[config.mk]
export PLATFORM = sky130hd
export DESIGN_NAME = tlc_ctrl
export DESIGN_NICKNAME = d
export VERILOG_FILES = /design/src/rtl/tlc_pkg.sv /design/src/rtl/tlc_interval_timer.sv /design/src/rtl/tlc_demand_latch.sv /design/src/rtl/tlc_sequencer.sv /design/src/rtl/tlc_ctrl.sv
export SDC_FILE = /design/constraint.sdc
export NUM_CORES = 1
export LEC_CHECK = 0
export ABC_AREA = 1
export BUFFER_PORTS_ARGS = -buffer_cell sky130_fd_sc_hd__buf_2
export CELL_PAD_IN_SITES_DETAIL_PLACEMENT = 0
export CELL_PAD_IN_SITES_GLOBAL_PLACEMENT = 1
export CORE_AREA = 2 2 68 57
export CTS_CLUSTER_DIAMETER = 120
export CTS_CLUSTER_SIZE = 24
export DETAILED_ROUTE_END_ITERATION = 7
export DIE_AREA = 0 0 70 59
export GPL_ROUTABILITY_DRIVEN = 0
export PLACE_DENSITY_LB_ADDON = 0.1
export SYNTH_ARGS = -nofsm -noshare
export SYNTH_HDL_FRONTEND = slang
export SYNTH_SLANG_ARGS = --single-unit
[constraint.sdc]
create_clock -name clk -period 1.2 [get_ports clk]
set_input_delay 0.12 -clock clk [delete_from_list [all_inputs] [get_ports clk]]
set_output_delay 0.12 -clock clk [all_outputs]
set_load 0.005 [all_outputs]
[src/rtl/tlc_pkg.sv]
package tlc_pkg;

  typedef enum logic [1:0] {
    PH_HWY_GO    = 2'd0,
    PH_HWY_SLOW  = 2'd1,
    PH_SIDE_GO   = 2'd2,
    PH_SIDE_SLOW = 2'd3
  } phase_e;

  localparam int LAMP_W = 3;
  typedef logic [LAMP_W-1:0] lamp_t;

  localparam lamp_t LAMP_RED = 3'b100;
  localparam lamp_t LAMP_YEL = 3'b010;
  localparam lamp_t LAMP_GRN = 3'b001;

  function automatic lamp_t hwy_lamp(phase_e ph);
    case (ph)
      PH_HWY_GO:   return LAMP_GRN;
      PH_HWY_SLOW: return LAMP_YEL;
      default:     return LAMP_RED;
    endcase
  endfunction

  function automatic lamp_t side_lamp(phase_e ph);
    case (ph)
      PH_SIDE_GO:   return LAMP_GRN;
      PH_SIDE_SLOW: return LAMP_YEL;
      default:      return LAMP_RED;
    endcase
  endfunction

endpackage

[src/rtl/tlc_interval_timer.sv]
module tlc_interval_timer #(
  parameter int unsigned PERIOD = 60
) (
  input  logic clk,
  input  logic rst_n,
  input  logic tick_i,
  input  logic trig_i,
  output logic done_o
);
  localparam int unsigned CW = (PERIOD < 2) ? 1 : $clog2(PERIOD);
  localparam logic [CW-1:0] LAST = CW'(PERIOD - 1);

  logic [CW-1:0] cnt_q, cnt_d;
  logic          done_q, done_d;

  always_comb begin
    cnt_d  = cnt_q;
    done_d = done_q;
    if (trig_i) begin
      cnt_d  = '0;
      done_d = 1'b0;
    end else if (tick_i && !done_q) begin
      if (cnt_q == LAST) begin
        done_d = 1'b1;
      end else begin
        cnt_d = cnt_q + 1'b1;
      end
    end
  end

  always_ff @(posedge clk or negedge rst_n) begin
    if (!rst_n) begin
      cnt_q  <= '0;
      done_q <= 1'b0;
    end else begin
      cnt_q  <= cnt_d;
      done_q <= done_d;
    end
  end

  assign done_o = done_q;

  // Timing for R4 and R6: a trigger always clears the flag
  assert_trig_clears_R4: assert property (@(posedge clk) disable iff (!rst_n)
    trig_i |=> !done_o);

  // The flag is sticky until the next trigger
  assert_done_sticky_R6: assert property (@(posedge clk) disable iff (!rst_n)
    (done_o && !trig_i) |=> done_o);

  // The flag can only rise on a tick
  assert_done_on_tick_R4: assert property (@(posedge clk) disable iff (!rst_n)
    $rose(done_o) |-> $past(tick_i));

endmodule

[src/rtl/tlc_demand_latch.sv]
module tlc_demand_latch (
  input  logic clk,
  input  logic rst_n,
  input  logic set_i,
  input  logic clr_i,
  output logic pend_o
);
  logic pend_q, pend_d;

  always_comb begin
    pend_d = pend_q;
    if (clr_i) pend_d = 1'b0;
    if (set_i) pend_d = 1'b1;
  end

  always_ff @(posedge clk or negedge rst_n) begin
    if (!rst_n) pend_q <= 1'b0;
    else        pend_q <= pend_d;
  end

  assign pend_o = pend_q;

  assert_req_latched_R9: assert property (@(posedge clk) disable iff (!rst_n)
    set_i |=> pend_o);

  assert_clear_works_R9: assert property (@(posedge clk) disable iff (!rst_n)
    (clr_i && !set_i) |=> !pend_o);

endmodule

[src/rtl/tlc_sequencer.sv]
module tlc_sequencer
  import tlc_pkg::*;
(
  input  logic   clk,
  input  logic   rst_n,
  input  logic   car_i,
  input  logic   ped_pend_i,
  input  logic   long_done_i,
  input  logic   mid_done_i,
  input  logic   short_done_i,
  output phase_e phase_o,
  output logic   long_trig_o,
  output logic   mid_trig_o,
  output logic   short_trig_o,
  output logic   ped_clr_o
);
  phase_e phase_q, phase_d;
  logic   demand;

  assign demand = car_i | ped_pend_i;

  always_comb begin
    phase_d      = phase_q;
    long_trig_o  = 1'b0;
    mid_trig_o   = 1'b0;
    short_trig_o = 1'b0;
    ped_clr_o    = 1'b0;
    case (phase_q)
      PH_HWY_GO: begin
        if (long_done_i && demand) begin
          phase_d      = PH_HWY_SLOW;
          short_trig_o = 1'b1;
        end
      end
      PH_HWY_SLOW: begin
        if (short_done_i) begin
          phase_d     = PH_SIDE_GO;
          mid_trig_o  = 1'b1;
          long_trig_o = 1'b1;
        end
      end
      PH_SIDE_GO: begin
        if (long_done_i || (mid_done_i && !car_i)) begin
          phase_d      = PH_SIDE_SLOW;
          short_trig_o = 1'b1;
        end
      end
      default: begin
        if (short_done_i) begin
          phase_d     = PH_HWY_GO;
          long_trig_o = 1'b1;
          ped_clr_o   = 1'b1;
        end
      end
    endcase
  end

  always_ff @(posedge clk or negedge rst_n) begin
    if (!rst_n) phase_q <= PH_HWY_GO;
    else        phase_q <= phase_d;
  end

  assign phase_o = phase_q;

  // Side green is entered only from highway yellow
  assert_side_from_yellow_R5: assert property (@(posedge clk) disable iff (!rst_n)
    (phase_q == PH_SIDE_GO && $past(phase_q) != PH_SIDE_GO) |-> $past(phase_q) == PH_HWY_SLOW);

  // Highway green is re-entered only from side yellow
  assert_hwy_from_yellow_R7: assert property (@(posedge clk) disable iff (!rst_n)
    (phase_q == PH_HWY_GO && $past(phase_q) != PH_HWY_GO) |-> $past(phase_q) == PH_SIDE_SLOW);

endmodule

[src/rtl/tlc_ctrl.sv]
module tlc_ctrl
  import tlc_pkg::*;
#(
  parameter int unsigned LONG_TICKS  = 60,
  parameter int unsigned MID_TICKS   = 30,
  parameter int unsigned SHORT_TICKS = 10
) (
  input  logic       clk,
  input  logic       rst_n,
  input  logic       tick_i,
  input  logic       car_i,
  input  logic       walk_req_i,
  output logic [2:0] hwy_lamps_o,
  output logic [2:0] side_lamps_o,
  output logic       walk_o
);
  localparam int unsigned NTMR = 3;
  localparam int unsigned PERIODS [NTMR] = '{LONG_TICKS, MID_TICKS, SHORT_TICKS};

  phase_e          phase;
  logic [NTMR-1:0] trig, done;
  logic            ped_pend, ped_clr;

  for (genvar g = 0; g < NTMR; g++) begin : g_tmr
    tlc_interval_timer #(.PERIOD(PERIODS[g])) u_tmr (
      .clk    (clk),
      .rst_n  (rst_n),
      .tick_i (tick_i),
      .trig_i (trig[g]),
      .done_o (done[g])
    );
  end

  tlc_demand_latch u_ped (
    .clk    (clk),
    .rst_n  (rst_n),
    .set_i  (walk_req_i),
    .clr_i  (ped_clr),
    .pend_o (ped_pend)
  );

  tlc_sequencer u_seq (
    .clk          (clk),
    .rst_n        (rst_n),
    .car_i        (car_i),
    .ped_pend_i   (ped_pend),
    .long_done_i  (done[0]),
    .mid_done_i   (done[1]),
    .short_done_i (done[2]),
    .phase_o      (phase),
    .long_trig_o  (trig[0]),
    .mid_trig_o   (trig[1]),
    .short_trig_o (trig[2]),
    .ped_clr_o    (ped_clr)
  );

  assign hwy_lamps_o  = hwy_lamp(phase);
  assign side_lamps_o = side_lamp(phase);
  assign walk_o       = ped_pend & hwy_lamps_o[2];

  assert_lamps_onehot_R8: assert property (@(posedge clk) disable iff (!rst_n)
    $onehot(hwy_lamps_o) && $onehot(side_lamps_o));

  assert_one_road_moving_R8: assert property (@(posedge clk) disable iff (!rst_n)
    hwy_lamps_o[2] || side_lamps_o[2]);

  assert_walk_on_red_R9: assert property (@(posedge clk) disable iff (!rst_n)
    walk_o |-> hwy_lamps_o[2]);

  assert_hwy_min_R3: assert property (@(posedge clk) disable iff (!rst_n)
    $fell(hwy_lamps_o[0]) |-> $past(done[0]));

  assert_side_floor_R6: assert property (@(posedge clk) disable iff (!rst_n)
    $fell(side_lamps_o[0]) |-> $past(done[1]));

endmodule

==> results_dict.tcl, run 1 <==
set metrics [dict create \
    cts-root-buf "clkbuf_8" \
    synth_area_per_cell_sq_um 8.062 \
    drt_iter0_markers 23 \
    syn_nets 176 \
    vdd_drop_max_mv 0.8014 \
    placed_cells 236 \
    crit_required_ps 1080 \
    syn_to_final_growth_pct 55.38 \
    crit_type "reg -> out" \
    vias 1225 \
    final_layout_size_suffix_gt1_frac 0.4575 \
    grt_max_degree 22 \
    rows 19 \
    layout.cells.non_filler 254 \
    worstMarginPinSlew_ps 500.7 \
    port_buffers 11 \
    clk_latency_ps 260 \
    drt-total-wl_um 3203 \
    drc_errors 0 \
    seq_area_sq_um 528.0 \
    grt_use_total 0.1660 \
    netlist_instances 160 \
    fin_worst_skew_ps 8.034 \
    layout_commonest_cell "nand2_1" \
    powerDensity_nw_per_um2 2012 \
    startpoint_type "register" \
    stdcell_area_sq_um 2004 \
    leakage_nw 0.9623 \
    synthXorXnorAreaFrac 0.02716 \
    pwr-share-seq 0.244 \
    yosys.area_share.adder 0.1067 \
    yosys_warnings 0 \
    switching_share 0.3944 \
    p_sw_mw 1.590 \
    clkPwrFrac 0.118 \
    ant_nets 0 \
    outcome "complete, but fails checks" \
    endpoint_kind "output pin" \
    synth_top_family_by_area "simple AND/OR/NAND/NOR gates" \
    post-place-ws_ps -82.49 \
    hp-class "in -> reg" \
    crit_buf_inv 3 \
    rsz0062_at_grt "yes" \
    hold_violations 0 \
    cts_tree "built" \
    synth.area.mux_share 0 \
    yosys.area.top_type "dfrtp_1" \
    fill_cells 311 \
    dp_hpwl_um 2134 \
    dieArea_sq_um 4130 \
    core_area_sq_um 3376 \
    period_needed_ps 1464 \
    ys_ff_latch 21 \
    fin_crit_sh 1.220 \
    fin_ws_ps -264.4 \
    yosysSeqAreaShare 0.4074 \
    nets 229 \
    synth_area_leaders "dfrtp_1 41%, nand2_1 11%, ha_1 11%, nand3_1 7.4%, inv_1 5.2%" \
    p_int_mw 2.442 \
    maxSlewHeadroom 0.6662 \
    syn_area_sq_um 1290 \
    die_h_um 59 \
    slowest_delay_ps 420 \
    overflow 0 \
    synth_compound_area_frac 0.1067 \
    max-cap-violations 0 \
    worstPathMaxFanout 3 \
    wl_per_cell_um 12.61 \
    drtPass1Iterations 4 \
    grt_pass1_vias 1194 \
    ys_types 24 \
    synth_top_area_frac 0.4074 \
    grt_pass1_wl_um 5395 \
    fin_total_pwr_mw 4.033 \
    numCtsBuffers 3 \
    final-max-slew-violation-count 0 \
    setup_viol 27 \
    synth-simple-area-share 0.2939 \
    crit_slowest_cell "dfrtp_1" \
    start_util 0.3821 \
    clock_path_buffers 2 \
    ios 12 \
    placed_cell_area_sq_um 1632 \
    violations "setup timing" \
    cts_num_sinks 21 \
    htree_levels 1 \
    final_cell_mix "35 x nand2_1, 26 x buf_4, 19 x dfrtp_1" \
    vias_per_cell 4.823 \
    fmax_mhz 682.9 \
    clkTransAtPathRegs_ps 80 \
    multi_input_area_sq_um 913.4 \
    antenna_found_initial 0 \
    crit_arrival_ps 1340 \
    worstPathCellList "buf_6 -> ha_4 -> buf_6 -> nor3_2 -> buf_2" \
    diodes 0 \
    combPwrFrac 0.638 \
    die_w_um 70 \
    cp_top_family "flip-flops" \
    critical_path.most_common_cell "buf_6" \
]
==> stage by stage <==
| stage | setup TNS [ps] | util | hold slack (ps) |
|---|---|---|---|
| 2_1_floorplan | -215.1 | - | -175.6 |
| 6_report | -3712 | 0.5938 | 62.77 |
| 3_3_place_gp | -513.3 | 0.4833 | 115.7 |
| 5_1_grt | -5733 | 0.5938 | 54.33 |
| 3_5_place_dp | -910.0 | 0.4833 | 122.9 |
| 4_1_cts | -3091 | 0.5489 | 39.05 |
==> power groups by stage <==
stage | registers [mW] | clock network, mW | logic (mW)
final | 0.986 | 0.475 | 2.57
after global routing | 1.01 | 0.530 | 2.82
after CTS | 0.985 | 0.494 | 2.16
after detailed placement | 0.996 | 0 | 1.70
after global placement | 0.984 | 0 | 1.66
after floorplan | 1.03 | 0 | 0.951
==> repair_timing <==
item                                   CTS  global route
hold buffers                             1             0
setup buffers                            8             5
gates resized for setup                 25            28
pin swaps                               12            20
cloned                                   0             0
setup endpoints to repair               23            28
endpoints found under the hold margin   21             0
==> area by class of cell <==
class / count / area share
flip-flops and latches: 21 / 0.2634
well taps: 42 / 0.02622
clock buffers: 4 / 0.02247
inverters: 20 / 0.03995
repair buffers: 48 / 0.1923
multi-input cells: 119 / 0.4557
==> worst paths after layout <==
kind / from / slack, ps / end / cells after the start
setup / recovery: u_seq.phase_o[0]$_DFFE_PN0P_ / -260 / walk_o / 5
min in group asynchronous: rst_n / 360 / u_seq.phase_o[0]$_DFFE_PN0P_ / 2
setup reg to reg: u_seq.phase_o[0]$_DFFE_PN0P_ / -230 / g_tmr[0].u_tmr.cnt_q[3]$_DFFE_PN0P_ / 8
hold reg to reg: g_tmr[0].u_tmr.cnt_q[5]$_DFFE_PN0P_ / 530 / g_tmr[0].u_tmr.cnt_q[5]$_DFFE_PN0P_ / 2
max in group asynchronous: rst_n / 470 / g_tmr[2].u_tmr.done_o$_DFFE_PN0P_ / 2
hold / removal: walk_req_i / 60 / u_ped.pend_o$_DFFE_PN0P_ / 2
==> Yosys cell counts <==
master and n:
nand2_1 39, dfrtp_1 21, nand3_1 19, inv_1 18
ha_1 11, a21oi_1 8, nor2_1 8, nand4_1 5
o21ai_0 4, nand2_2 3, o21ai_1 3, o21bai_1 3
inv_2 2, nor2_2 2, nor2_4 2, nor3_1 2
xnor2_1 2, xor2_1 2, a21oi_2 1, a21oi_4 1
a31oi_1 1, o21ai_2 1, or2_1 1, or2_2 1
==> metal layers <==
layer	track usage	part of all wire
met1	0.2234	0.47
met2	0.2789	0.49
met3	0.04422	0.036
met4	0.02473	0.0028
met5	0	0
==> sequential cells by signal, summed over array words and instances, names as in the netlist <==
| register | cells |
|---|---|
| g_tmr.u_tmr.cnt_q | 15 |
| g_tmr.u_tmr.done_o | 3 |
| u_ped.pend_o | 1 |
| u_seq.phase_o | 2 |
==> kinds of logic after synthesis <==
kind of cell               after synthesis
buffers and inverters                   20
DFF                                     21
xor gates and xnor gates                 4
and+or+nand+nor                         82
AOI/OAI and AO/OA                       22
adders and majority gates               11
Power figures use the tool's default switching activity.
==> run 2: changes to the inputs <==
--- a/config.mk
+++ b/config.mk
@@ -7,13 +7,13 @@
 export LEC_CHECK = 0
 export ABC_AREA = 1
 export BUFFER_PORTS_ARGS = -buffer_cell sky130_fd_sc_hd__buf_2
-export CELL_PAD_IN_SITES_DETAIL_PLACEMENT = 0
-export CELL_PAD_IN_SITES_GLOBAL_PLACEMENT = 1
-export CORE_AREA = 2 2 68 57
+export CELL_PAD_IN_SITES_DETAIL_PLACEMENT = 2
+export CELL_PAD_IN_SITES_GLOBAL_PLACEMENT = 2
+export CORE_AREA = 2 2 76 63
 export CTS_CLUSTER_DIAMETER = 120
 export CTS_CLUSTER_SIZE = 24
 export DETAILED_ROUTE_END_ITERATION = 7
-export DIE_AREA = 0 0 70 59
+export DIE_AREA = 0 0 78 65
 export GPL_ROUTABILITY_DRIVEN = 0
 export PLACE_DENSITY_LB_ADDON = 0.1
 export SYNTH_ARGS = -nofsm -noshare
==> results_dict.tcl, run 2 (same netlist as run 1, synthesis figures left out) <==
set metrics [dict create \
    startpoint_type "register" \
    r2r-start "u_seq.phase_o[1]$_DFFE_PN0P_" \
    fin_worst_skew_ps 8.536 \
    worstSetupEndpoint "hwy_lamps_o[2]" \
    max-cap-violations 0 \
    setup_viol 27 \
    grt_pass1_vias 1481 \
    drtPass1Iterations 2 \
    clock_path_buffers 2 \
    final_layout_size_suffix_gt1_frac 0.4742 \
    syn_to_final_growth_pct 59.65 \
    crit_required_ps 1080 \
    leakage_nw 0.9662 \
    hp-class "in -> reg" \
    clkTransAtPathRegs_ps 80 \
    drc_errors 0 \
    vias_per_cell 4.689 \
    layout_commonest_cell "nand2_1" \
    maxSlewHeadroom 0.6593 \
    outcome "complete, but fails checks" \
    startpoint "u_seq.phase_o[0]$_DFFE_PN0P_" \
    port_buffers 11 \
    numCtsBuffers 3 \
    cts_num_sinks 21 \
    antenna_found_initial 0 \
    fmax_mhz 696.8 \
    slowest_delay_ps 410 \
    fin_ws_ps -235.1 \
    period_needed_ps 1435 \
    die_w_um 78 \
    vdd_drop_max_mv 0.8408 \
    htree_levels 1 \
    worstPathCellList "buf_6 -> ha_4 -> buf_6 -> nor2_4 -> buf_2" \
    post-route-util 0.4676 \
    top_register "g_tmr.u_tmr.cnt_q" \
    hold_violations 0 \
    rsz0062_at_grt "yes" \
    post-place-ws_ps -139.4 \
    diodes 0 \
    die_h_um 65 \
    dieArea_sq_um 5070 \
    rrSetupSlack_ps -180 \
    worstMarginPinSlew_ps 511.1 \
    crit_type "reg -> out" \
    cts-root-buf "clkbuf_8" \
    placed_cells 258 \
    crit_arrival_ps 1320 \
    critical_path.most_common_cell "buf_6" \
    fin_crit_sh 1.196 \
    dp_hpwl_um 2981 \
    drt-total-wl_um 4315 \
    rows 22 \
    grt_pass1_wl_um 7182 \
    overflow 0 \
    endpoint_kind "output pin" \
    vias 1280 \
    layout.cells.non_filler 273 \
    powerDensity_nw_per_um2 2022 \
    r2r_end "g_tmr[0].u_tmr.cnt_q[2]$_DFFE_PN0P_" \
    finalSetupTns_ps -3801 \
    nets 230 \
    violations "setup timing" \
    reg2regPathDepth 8 \
    grt_max_degree 22 \
    final-max-slew-violation-count 0 \
    drt_iter0_markers 13 \
    final_cell_mix "35 x nand2_1, 25 x buf_4, 19 x dfrtp_1" \
    cts_tree "built" \
    worstPathMaxFanout 3 \
    grt_use_total 0.1802 \
    start_util 0.2929 \
    core_area_sq_um 4404 \
    ant_nets 0 \
    crit_slowest_cell "dfrtp_1" \
    wl_per_cell_um 15.81 \
    largest_register_ffs 15 \
    clk_latency_ps 260 \
    fin_total_pwr_mw 4.164 \
    ios 12 \
]
run 2: changes by cell type in the layout (fill, tap and decap cells not counted), moves of 2 or more:
cell	before	now
a21oi_1	2	0
a21oi_2	7	9
buf_6	12	14
ha_1	5	3
nand3_1	13	15
nand3_2	5	3
o21ai_0	0	2
run 2: power by group:
part | internal, mW | switching, mW | total (mW)
sequential | 0.859 | 0.132 | 0.991
combinational | 1.38 | 1.33 | 2.70
clock | 0.236 | 0.233 | 0.469
total | 2.47 | 1.69 | 4.16
run 2: worst min-delay path by stage:
| stage | depth (start not counted) | startpoint | end |
|---|---|---|---|
| global route | 2 | walk_req_i | u_ped.pend_o$_DFFE_PN0P_ |
| global placement | 1 | rst_n | g_tmr[2].u_tmr.cnt_q[0]$_DFFE_PN0P_ |
| floorplan | 0 | rst_n | g_tmr[0].u_tmr.cnt_q[0]$_DFFE_PN0P_ |
| CTS | 2 | walk_req_i | u_ped.pend_o$_DFFE_PN0P_ |
| finish | 2 | walk_req_i | u_ped.pend_o$_DFFE_PN0P_ |
| detailed placement | 1 | rst_n | g_tmr[2].u_tmr.cnt_q[1]$_DFFE_PN0P_ |
run 2: final cells by class:
type / count / area, sq um
multi-input combinational: 119 / 930.9
timing repair buffer: 49 / 400.4
inverter: 20 / 80.08
clock buffer: 4 / 45.04
tap: 60 / 75.07
sequential: 21 / 528.0
fill: 479 / 2345
run 2: repair_timing:
item	in CTS	in global routing
endpoints found under the setup margin	24	28
pin swaps	15	13
setup buffers	8	4
endpoints found under the hold margin	21	0
resized for setup	33	26
hold buffers	1	0
run 2: layer usage:
metal / wire length (um) / share of wire / track usage
met1: 1847 / 0.43 / 0.2123
met2: 2390 / 0.55 / 0.3491
met3: 62 / 0.014 / 0.03064
met4: 14 / 0.0032 / 0.02632
met5: 0 / 0 / 0
run 2: through the flow:
stage	hold WS (ps)	instance area [sq um]
floorplan	-175.6	1351
global placement	124.8	1684
detailed placement	126.7	1684
CTS	46.21	1937
global route	49.03	2059
finish	59.11	2059
run 2: critical path, delay by kind of cell (launching register included):
family,cells,cell delay [ps]
simple gates,1,80
buf+inv,3,380
flops,1,410
fa+ha+maj,1,170
